### src/rtl/sbl_pkg.sv
package sbl_pkg;
    typedef enum logic {
        FILL_BEGIN = 1'b0,
        FILL_END   = 1'b1
    } fill_mode_e;
endpackage

### src/rtl/sbl_lane_mask.sv
module sbl_lane_mask
    import sbl_pkg::*;
#(
    parameter int BYTES = 4,
    localparam int OFF_W = $clog2(BYTES)
) (
    input  logic [OFF_W-1:0] off_i,
    input  fill_mode_e       mode_i,
    output logic [BYTES-1:0] mask_o,
    output logic             probe_o
);
    for (genvar i = 0; i < BYTES; i++) begin : g_lane
        localparam logic [OFF_W-1:0] LANE = OFF_W'(i);
        always_comb begin
            if (mode_i == FILL_BEGIN) mask_o[i] = (LANE >= off_i);
            else                      mask_o[i] = (LANE < off_i);
        end
    end

    always_comb probe_o = (mode_i == FILL_END) && (off_i == '0);
endmodule

### src/rtl/sbl_lane_data.sv
module sbl_lane_data #(
    parameter int BYTES  = 4,
    parameter int BYTE_W = 8,
    localparam int DATA_W = BYTES * BYTE_W
) (
    input  logic [DATA_W-1:0] value_i,
    input  logic [BYTES-1:0]  mask_i,
    output logic [DATA_W-1:0] data_o
);
    for (genvar i = 0; i < BYTES; i++) begin : g_lane
        localparam int HI = DATA_W - 1 - i * BYTE_W;
        always_comb data_o[HI -: BYTE_W] = mask_i[i] ? value_i[HI -: BYTE_W] : '0;
    end
endmodule

### src/rtl/sbl_store_lanes.sv
module sbl_store_lanes
    import sbl_pkg::*;
#(
    parameter int ADDR_W = 32,
    parameter int BYTES  = 4,
    localparam int BYTE_W = 8,
    localparam int DATA_W = BYTES * BYTE_W,
    localparam int OFF_W  = $clog2(BYTES)
) (
    input  logic              clk,
    input  logic              rst_n,
    input  logic              req_i,
    input  logic              mode_i,
    input  logic [ADDR_W-1:0] addr_i,
    input  logic [DATA_W-1:0] value_i,
    output logic              wr_valid_o,
    output logic [ADDR_W-1:0] wr_addr_o,
    output logic [BYTES-1:0]  wr_mask_o,
    output logic [DATA_W-1:0] wr_data_o,
    output logic              probe_o
);
    typedef struct packed {
        logic              valid;
        logic [ADDR_W-1:0] addr;
        logic [BYTES-1:0]  mask;
        logic [DATA_W-1:0] data;
        logic              probe;
    } beat_t;

    beat_t             beat_d, beat_q;
    logic [BYTES-1:0]  mask_c;
    logic [DATA_W-1:0] data_c;
    logic              probe_c;
    fill_mode_e        mode_c;

    assign mode_c = fill_mode_e'(mode_i);

    sbl_lane_mask #(.BYTES(BYTES)) u_mask (
        .off_i   (addr_i[OFF_W-1:0]),
        .mode_i  (mode_c),
        .mask_o  (mask_c),
        .probe_o (probe_c)
    );

    sbl_lane_data #(.BYTES(BYTES), .BYTE_W(BYTE_W)) u_data (
        .value_i (value_i),
        .mask_i  (mask_c),
        .data_o  (data_c)
    );

    always_comb begin
        beat_d       = beat_q;
        beat_d.valid = req_i;
        if (req_i) begin
            beat_d.addr  = {addr_i[ADDR_W-1:OFF_W], {OFF_W{1'b0}}};
            beat_d.mask  = mask_c;
            beat_d.data  = data_c;
            beat_d.probe = probe_c;
        end
    end

    always_ff @(posedge clk or negedge rst_n) begin
        if (!rst_n) beat_q <= '0;
        else        beat_q <= beat_d;
    end

    assign wr_valid_o = beat_q.valid;
    assign wr_addr_o  = beat_q.addr;
    assign wr_mask_o  = beat_q.mask;
    assign wr_data_o  = beat_q.data;
    assign probe_o    = beat_q.probe;

    p_req_beat_r2: assert property (@(posedge clk) disable iff (!rst_n)
        req_i |=> wr_valid_o);
    p_idle_beat_r2: assert property (@(posedge clk) disable iff (!rst_n)
        !req_i |=> !wr_valid_o);
    p_probe_empty_r6: assert property (@(posedge clk) disable iff (!rst_n)
        (wr_valid_o && probe_o) |-> (wr_mask_o == '0));
    p_store_nonempty_r6: assert property (@(posedge clk) disable iff (!rst_n)
        (wr_valid_o && !probe_o) |-> (wr_mask_o != '0));
    p_edge_run_r8: assert property (@(posedge clk) disable iff (!rst_n)
        (wr_valid_o && !probe_o) |-> (wr_mask_o[0] || wr_mask_o[BYTES-1]));
    p_idle_hold_r9: assert property (@(posedge clk) disable iff (!rst_n)
        !req_i |=> ($stable(wr_mask_o) && $stable(wr_data_o) && $stable(wr_addr_o) && $stable(probe_o)));
endmodule

### config.mk
export PLATFORM = sky130hd
export DESIGN_NAME = sbl_store_lanes
export DESIGN_NICKNAME = d
export VERILOG_FILES = /design/src/rtl/sbl_pkg.sv /design/src/rtl/sbl_lane_mask.sv /design/src/rtl/sbl_lane_data.sv /design/src/rtl/sbl_store_lanes.sv
export SDC_FILE = /design/constraint.sdc
export NUM_CORES = 1
export LEC_CHECK = 0
export ABC_AREA = 1
export CORE_ASPECT_RATIO = 0.9
export CORE_MARGIN = 2
export CORE_UTILIZATION = 36
export DETAILED_ROUTE_END_ITERATION = 10
export PLACE_DENSITY = 0.77
export SLEW_MARGIN = 30
export SYNTH_ARGS = -nofsm -noshare
export SYNTH_HDL_FRONTEND = slang
export SYNTH_SLANG_ARGS = --single-unit
### constraint.sdc
create_clock -name clk -period 0.8 [get_ports clk]
set_input_delay 0.2 -clock clk [delete_from_list [all_inputs] [get_ports clk]]
set_output_delay 0.2 -clock clk [all_outputs]
set_load 0.01 [all_outputs]
* After elaboration in Yosys (flattened, before gate mapping)
Index checks and enable logic that the tools add are counted.
** Cells by class
- $lt $le $gt $ge :: 8
- Muxes and demuxes :: 8
- Reductions and logical operators :: 2
** Operators with widths (count)
- $mux W8 :: 4
- $ge A1 B2 Y1 const A :: 2
- $ge A2 B2 Y1 const A :: 2
- $lt A1 B2 Y1 const A :: 2
- $lt A2 B2 Y1 const A :: 2
- $mux W1 :: 4
- $logic_not A2 Y1 :: 1
- $logic_and A1 B1 Y1 :: 1
** Word-level totals
- Register bits :: 68
- Bits of input ports :: 68

* Logic depth before layout (Yosys ltp)
Gate-level depths: netlist (run 1).
- Depth in word-level cells :: 3
- Depth in mapped cells :: 6

* Modules after synthesis
A second synthesis (run 1) with hierarchy kept.
** Second synthesis, totals
- Cell total of the unflattened synthesis :: 367
- Area, all modules :: 2901.5 um^2
** By module, submodules not included
- sbl_store_lanes :: sequential area each 1701.6 um^2, times used 1, area each 2590.0 um^2, cells each 288
- sbl_lane_data :: sequential area each 0.0 um^2, times used 1, area each 260.2 um^2, cells each 68
- sbl_lane_mask :: sequential area each 0.0 um^2, times used 1, area each 51.3 um^2, cells each 11

* Least setup slack after synthesis (run 1)
Ideal clock, no wire load.
- Path type :: input port to flip-flop
- Start :: in addr_i[1]
- End :: reg beat_q (netlist bit wr_data_o[24])
- Cell stages on the path :: 5
- Library setup time :: 0.065 ns
- Path slack :: -0.126 ns
- Data arrival time :: 0.861 ns
- Data required time :: 0.735 ns
- Path buffers :: 1
- Cells stage by stage :: nor2_1 ha_1 clkbuf_1 nand3_1 nand2_1
** On the way
- Longest elaborated chain between the ends :: 3
- Elaborated cells on any way between the ends :: 4
- Classes of those cells :: 2 x order compare; 2 x mux
** Ends and longest elaborated chain
- from (decl) :: line sbl_store_lanes.sv:14 : input logic [ADDR_W-1:0] addr_i,
- $ge A1 B2 Y1 or $lt A1 B2 Y1 (tied branches) :: line sbl_lane_mask.sv:15, sbl_lane_mask.sv:16
- $mux W1 * :: line sbl_lane_mask.sv:15 : if (mode_i == FILL_BEGIN) mask_o[i] = (LANE >= off_i);
- named net mask_c[0] :: line sbl_store_lanes.sv:31 : logic [BYTES-1:0] mask_c;
- $mux W8 * :: line sbl_lane_data.sv:12 : always_comb data_o[HI -: BYTE_W] = mask_i[i] ? value_i[HI -: BYTE_W] : '0;
- to (signal assigned) :: line sbl_store_lanes.sv:64 : else beat_q <= beat_d;
- to (decl) :: line sbl_store_lanes.sv:30 : beat_t beat_d, beat_q;
The timed path passes the listed nets; every way through them passes the cells marked *.
A chain may end at the register's enable or synchronous reset.

* Worst setup path in the final report (run 1)
- Start :: reg beat_q (netlist bit wr_addr_o[2])
- End :: out wr_addr_o[2]
** RTL lines
- to (decl) :: line sbl_store_lanes.sv:17 : output logic [ADDR_W-1:0] wr_addr_o,
No word-level cell between the ends.

==> impl_metrics.csv, run 1 <==
group,metric,value,unit
floorplan,die_height,85.5,um
route,wl,7340,um
timing,fmax,937,MHz
synthesis,syn_area_per_cell,8.98,sq um
clocking,cts_tree,"yes",
synthesis,synth_warnings,0,
layout,regArea,0.00170,sq mm
layout,drive_above_1_share,31.4,%
power,irDropWorstVdd,953,uV
setup_path,critPathTopFamily,"flip-flops",
placed_design,dp_cells,530,
setup_path,rr_worst_depth,4,
timing,finalSetupTns,-16.64,ns
clocking,cts_max_path_buffers,2,
worst_hold_path,whs_path_depth,2,
synthesis,ys_types,15,
grt,grt_pass1_wl,11400,um
setup_path,crit_fanout,2,
route,vias,2526,
route,routed-wl-met3,553,um
synthesis,synth-xor-area-share,0,%
synthesis,seq_area_frac_synth,64.0,%
clocking,cts_root_buf,"clkbuf_8",
setup_path,crit_arrival,0.87,ns
route,dr.pass1.iters,4,
layout,nNetsFinal,537,
clocking,clock_latency,0.33,ns
synthesis,synth_seq_cells,68,
setup_path,worstReg2RegStart,"wr_addr_o[25]$_DFFE_PN0P_",
layout,fin_area,0.00439,sq mm
timing,rsz0062_at_grt,"yes",
layout,multi_input_area,935,sq um
setup_path,max_stage_delay,0.39,ns
synthesis,synthSimpleGateAreaFrac,31.0,%
timing,hold_ws,0.274,ns
layout,finalNonFillerCells,564,
synthesis,synth_compound_area_share,0.377,%
layout,area_growth,65.1,%
floorplan,placementRows,29,
synthesis,synth_area_leaders,"dfrtp_1 (64%), nand2_1 (25%), nand3_1 (3.2%), buf_4 (2.0%), nand4_1 (1.9%)",
setup_path,critPathKind,"register to primary output",
power,power.total,8.01,mW
power,leakage,2.38,nW
worst_hold_path,min_path_type,"input pin to register",
status,failed_checks,"setup timing",
clocking,clk_pin_slew_worst_paths,0.07,ns
floorplan,die_w,94.6,um
timing,setup_viol,69,
route,ant_nets,0,
worst_hold_path,min_to,"wr_valid_o$_DFF_PN0_",
route,wl_per_cell,13.0,um
route,wl_met1,3110,um
status,status,"finished, violations left",
layout,n_fill_cell,637,
synthesis,syn-cell-area,0.00266,sq mm
placed_design,dpl_cell_area,0.00427,sq mm
setup_path,cp.required,0.60,ns
floorplan,io_pins,138,
setup_path,crit_path_end_kind,"primary output",
clocking,cts_htree_levels,3,
synthesis,synth_top_area_share,64.0,%
synthesis,netlist_instances,296,
layout,final_cell_mix,"nand2_1 (169), dfrtp_1 (68), clkdlybuf4s50_1 (62)",
synthesis,yosysTopAreaCell,"dfrtp_1",
timing,period_share,133,%
placed_design,io_buffers,135,
setup_path,critical_path.cell_chain,"buf_2",
timing,finalWorstSetupSlack,-0.267,ns
synthesis,synth_top_family_by_area,"simple AND/OR/NAND/NOR gates",
grt,grtUsageTotal,18.3,%
placed_design,place_congestion,0.772,
placed_design,dp_hpwl,5150,um
setup_path,worst_setup_path_start_kind,"register",
floorplan,core_area,0.00711,sq mm
route,wl_met2,3550,um
timing,slew_viol_final,0,
worst_hold_path,min_from,"req_i",
grt,antenna_found_initial,0,
layout,final_common_cell,"nand2_1",
grt,grt_pass1_vias,2397,
setup_path,critical_path_buf_inv_count,1,
floorplan,start_util,37.4,%
power,powerDensity,1820,mW/mm^2
route,drt-initial-drc-count,79,
floorplan,die_area,0.00809,sq mm
timing,min_period,1.07,ns
clocking,cts.sinks,68,
synthesis,synth_fa_ha_area_share,0.471,%
layout,n_antenna_cell,0,
synthesis,synth.area.mux_share,0,%
grt,grt_max_degree,44,
setup_path,crit_slowest_cell,"dfrtp_1",
route,drc,0,
flow_run,maxCapViolations,0,
grt,overflow,0,
route,highest_layer,"met4",
route,viasPerCell,4.48,
clocking,cts_made_buffers,9,
setup_path,r2r_slack,-0.01,ns
timing,worst_clock_skew,0,ns
setup_path,worstReg2RegEnd,"wr_addr_o[25]$_DFFE_PN0P_",
timing,finalHoldViolCount,0,
-- sequential cells by signal, summed over array words and instances, names as in the netlist --
| name | count |
|---|---|
| probe_o | 1 |
| wr_data_o | 32 |
| wr_mask_o | 4 |
| wr_addr_o | 30 |
| wr_valid_o | 1 |
-- area by class of cell --
type | instances | area share [%]
Inverter | 3 | 0.257
Clock buffer | 11 | 3.22
Multi-Input combinational cell | 210 | 21.3
Clock inverter | 3 | 0.342
Tap cell | 93 | 2.65
Sequential cell | 68 | 38.8
Timing Repair Buffer | 176 | 33.4
-- how the worst max path moves through the flow --
stage                         startpoint                         to  depth (start not counted)
6_report        wr_addr_o[2]$_DFFE_PN0P_               wr_addr_o[2]                          1
5_1_grt        wr_data_o[22]$_DFFE_PN0P_              wr_data_o[22]                          1
4_1_cts         wr_addr_o[2]$_DFFE_PN0P_               wr_addr_o[2]                          1
3_5_place_dp                   addr_i[1]  wr_data_o[30]$_DFFE_PN0P_                          5
3_3_place_gp                   addr_i[1]   wr_mask_o[0]$_DFFE_PN0P_                          5
2_1_floorplan                  addr_i[1]   wr_mask_o[0]$_DFFE_PN0P_                          5
-- logic make-up (layout without fill, tap and decap cells) --
logic type	Yosys count	count (layout)
other cells	1	2
compound gates	2	2
fa+ha+maj	1	1
flops	68	68
buf+inv	19	193
simple gates	205	205
-- cells in the mapped netlist --
cell type and instances:
clkbuf_1 3, nor2_1 1, nand3_2 1, nand4_1 8
dfrtp_1 68, inv_1 1, buf_4 7, ha_1 1
o21ai_0 2, buf_2 6, nand2_1 177, inv_2 2
nand3_1 17, nor2_4 1, conb_1 1
-- per-stage QoR --
step	worst slack, ns	util (%)
after global routing	-0.310	61.7
after floorplan	-0.0775	-
after CTS	-0.293	59.7
after global placement	-0.761	60.0
final	-0.267	61.7
after detailed placement	-0.806	60.0
-- routing by layer --
layer	GRT usage (%)	vias to the layer above
li1	-	1257
met1	22.8	1161
met2	30.6	96
met3	5.18	12
met4	6.46	0
met5	0	-
-- what timing repair did --
item | 4_1_cts | 5_1_grt
hold buffers | 1 | 0
setup endpoints to repair | 103 | 88
buffers inserted | 13 | 18
resized for setup | 296 | 18
endpoints found under the hold margin | 68 | 0
cloned | 0 | 0
pin swaps | 8 | 9
-- report_power, final --
group	leakage [nW]	total (mW)	internal, mW	switching, mW
Sequential	0.854	3.92	3.74	0.171
Combinational	1.44	1.77	0.960	0.808
Clock	0.0848	2.32	1.16	1.16
No activity file was read; power rests on OpenSTA's default activity.
==> inputs of run 2 (changes only) <==
- ABC_AREA: 1 -> default
- CTS_CLUSTER_DIAMETER: default -> 150
- PLACE_DENSITY: 0.77 -> 0.78
==> impl_metrics.csv, run 2 <==
group,metric,value,unit
clocking,cts_tree,"yes",
synthesis,synth_edf_count,0,
placed_design,place_congestion,0.713,
setup_path,cp.required,0.60,ns
floorplan,placementRows,30,
timing,slew_viol_final,0,
synthesis,synth_warnings,0,
route,dr.pass1.iters,4,
placed_design,pre_cts_slack,-0.862,ns
placed_design,io_buffers,135,
layout,drive_above_1_share,46.6,%
route,wl,7480,um
synthesis,synth_top_area_share,62.6,%
layout,n_antenna_cell,0,
synthesis,synth_most_common_cell,"dfrtp_1",
clocking,cts.sinks,68,
grt,grt_pass1_vias,2323,
setup_path,crit_slowest_cell,"dfrtp_1",
floorplan,die_height,86.4,um
setup_path,critical_path_cell_count,1,
status,status,"finished, violations left",
clocking,clock_latency,0.33,ns
route,drt-initial-drc-count,51,
timing,finalWorstSetupSlack,-0.277,ns
layout,final_common_cell,"dfrtp_1",
route,viasPerCell,4.59,
setup_path,crit_arrival,0.88,ns
setup_path,crit_path_end_kind,"primary output",
synthesis,yosysTopAreaCell,"dfrtp_1",
synthesis,ys_types,21,
layout,largest_reg_flops,32,
setup_path,critical_path.cell_chain,"buf_2",
setup_path,rr_worst_depth,2,
power,irDropWorstVdd,984,uV
floorplan,core_area,0.00743,sq mm
grt,grtUsageTotal,18.2,%
route,vias,2313,
power,powerDensity,1880,mW/mm^2
power,leakage,2.31,nW
grt,grt_pass1_wl,11400,um
floorplan,start_util,36.5,%
timing,rsz0062_at_grt,"yes",
synthesis,synth_ff_type,"dfrtp_1",
layout,final_cell_mix,"dfrtp_1 (68), clkdlybuf4s50_1 (62), buf_2 (58)",
setup_path,crit_fanout,2,
grt,grt_max_degree,61,
timing,worst_clock_skew,0,ns
placed_design,dp_hpwl,5080,um
synthesis,netlist_instances,217,
route,wl_per_cell,14.8,um
setup_path,critPathTopFamily,"flip-flops",
layout,area_growth,74.5,%
setup_path,crit_path_end,"wr_addr_o[19]",
grt,overflow,0,
clocking,cts_root_buf,"clkbuf_8",
setup_path,critical_path_buf_inv_count,1,
worst_hold_path,min_path_type,"input pin to register",
synthesis,async_flop_share,100,%
clocking,cts_max_path_buffers,2,
layout,nNetsFinal,472,
setup_path,startpoint,"wr_addr_o[19]$_DFFE_PN0P_",
floorplan,die_area,0.00826,sq mm
synthesis,seq_area_frac_synth,62.6,%
synthesis,syn_area_per_cell,12.5,sq um
flow_run,maxCapViolations,0,
layout,finish.utilization,63.8,%
timing,fmax,928,MHz
clocking,clk_pin_slew_worst_paths,0.06,ns
synthesis,synth_commonest_cells,"dfrtp_1 (68), mux2_2 (32), inv_1 (25)",
grt,antenna_found_initial,0,
timing,setup_viol,82,
synthesis,synth_seq_cells,68,
route,ant_nets,0,
floorplan,io_pins,138,
setup_path,worstReg2RegEnd,"wr_addr_o[12]$_DFFE_PN0P_",
timing,finalHoldViolCount,0,
setup_path,max_stage_delay,0.40,ns
setup_path,worst_setup_path_start_kind,"register",
clocking,cts_htree_levels,3,
timing,min_period,1.08,ns
timing,period_share,135,%
status,failed_checks,"setup timing",
setup_path,critPathKind,"register to primary output",
clocking,cts_made_buffers,9,
synthesis,syn-cell-area,0.00272,sq mm
route,drc,0,
setup_path,r2r_slack,-0.09,ns
floorplan,die_w,95.6,um
synthesis,synth_area_leaders,"dfrtp_1 (63%), mux2_2 (13%), inv_1 (3.5%), o21ai_0 (3.3%), o2bb2ai_1 (2.6%)",
setup_path,worstReg2RegStart,"wr_addr_o[12]$_DFFE_PN0P_",
run 2: cell types whose count changed after synthesis, moves of 9 or more:
cell / previous run / this run
inv_1: 1 / 25
mux2_2: 0 / 32
nand2_1: 177 / 16
nand3_1: 17 / 8
o21ai_0: 2 / 18
run 2: cells by family (layout without fill, tap and decap cells):
group | after synthesis | count (layout) | share of synthesized area [%]
buf+inv | 41 | 230 | 6.96
mux | 32 | 32 | 13.3
simple gates | 37 | 38 | 7.05
flops | 68 | 68 | 62.6
xor+xnor | 1 | 1 | 0.322
fa+ha+maj | 1 | 1 | 0.461
compound gates | 36 | 36 | 9.17
other cells | 1 | 2 | 0.138
run 2: worst min-delay path by stage:
| stage | start | endpoint | slack [ns] | cells past startpoint |
|---|---|---|---|---|
| 6_report | req_i | wr_data_o[2]$_DFFE_PN0P_ | 0.24 | 3 |
| 2_1_floorplan | rst_n | probe_o$_DFFE_PN0P_ | -0.1 | 0 |
| 3_3_place_gp | rst_n | wr_addr_o[17]$_DFFE_PN0P_ | 0.16 | 2 |
| 3_5_place_dp | rst_n | wr_addr_o[16]$_DFFE_PN0P_ | 0.17 | 2 |
| 4_1_cts | req_i | wr_data_o[2]$_DFFE_PN0P_ | 0.23 | 3 |
| 5_1_grt | req_i | wr_data_o[2]$_DFFE_PN0P_ | 0.27 | 3 |
run 2: per-stage QoR:
step,TNS (ns),instance area [sq um],cells,hold slack (ns),power (mW)
after CTS,-19.35,4540,491,0.228,8.81
final,-18.35,4740,504,0.242,8.92
after floorplan,-3.48,2980,218,-0.0956,4.82
after global routing,-21.57,4740,504,0.275,9.36
after global placement,-49.59,4500,460,0.162,6.06
after detailed placement,-51.56,4500,460,0.167,6.12
run 2: routing by layer:
| layer | part of all wire, % | global-route usage [%] |
|---|---|---|
| met3 | 8.6 | 5.83 |
| met5 | 0 | 0 |
| met4 | 1.5 | 6.23 |
| met2 | 47 | 29.4 |
| met1 | 42 | 23.0 |
run 2: final cells by class:
class / instances / area (sq um)
fill: 589 / 2690
timing repair buffer: 189 / 1570
clock inverter: 4 / 47.5
multi-input combinational: 110 / 1050
inverter: 25 / 93.8
clock buffer: 12 / 155
tap: 96 / 120
sequential: 68 / 1700
run 2: repair_timing:
| item | in CTS | in global routing |
|---|---|---|
| gates cloned | 1 | 0 |
| setup buffers | 17 | 18 |
| hold buffers | 1 | 0 |
| pin swaps | 6 | 2 |
| hold endpoints to repair | 68 | 0 |
| gates resized for setup | 293 | 22 |
| endpoints found under the setup margin | 106 | 88 |
run 2: where the power goes:
| part | internal [mW] | switching, mW |
|---|---|---|
| Sequential | 3.77 | 0.189 |
| Combinational | 1.27 | 0.838 |
| Clock | 1.60 | 1.25 |
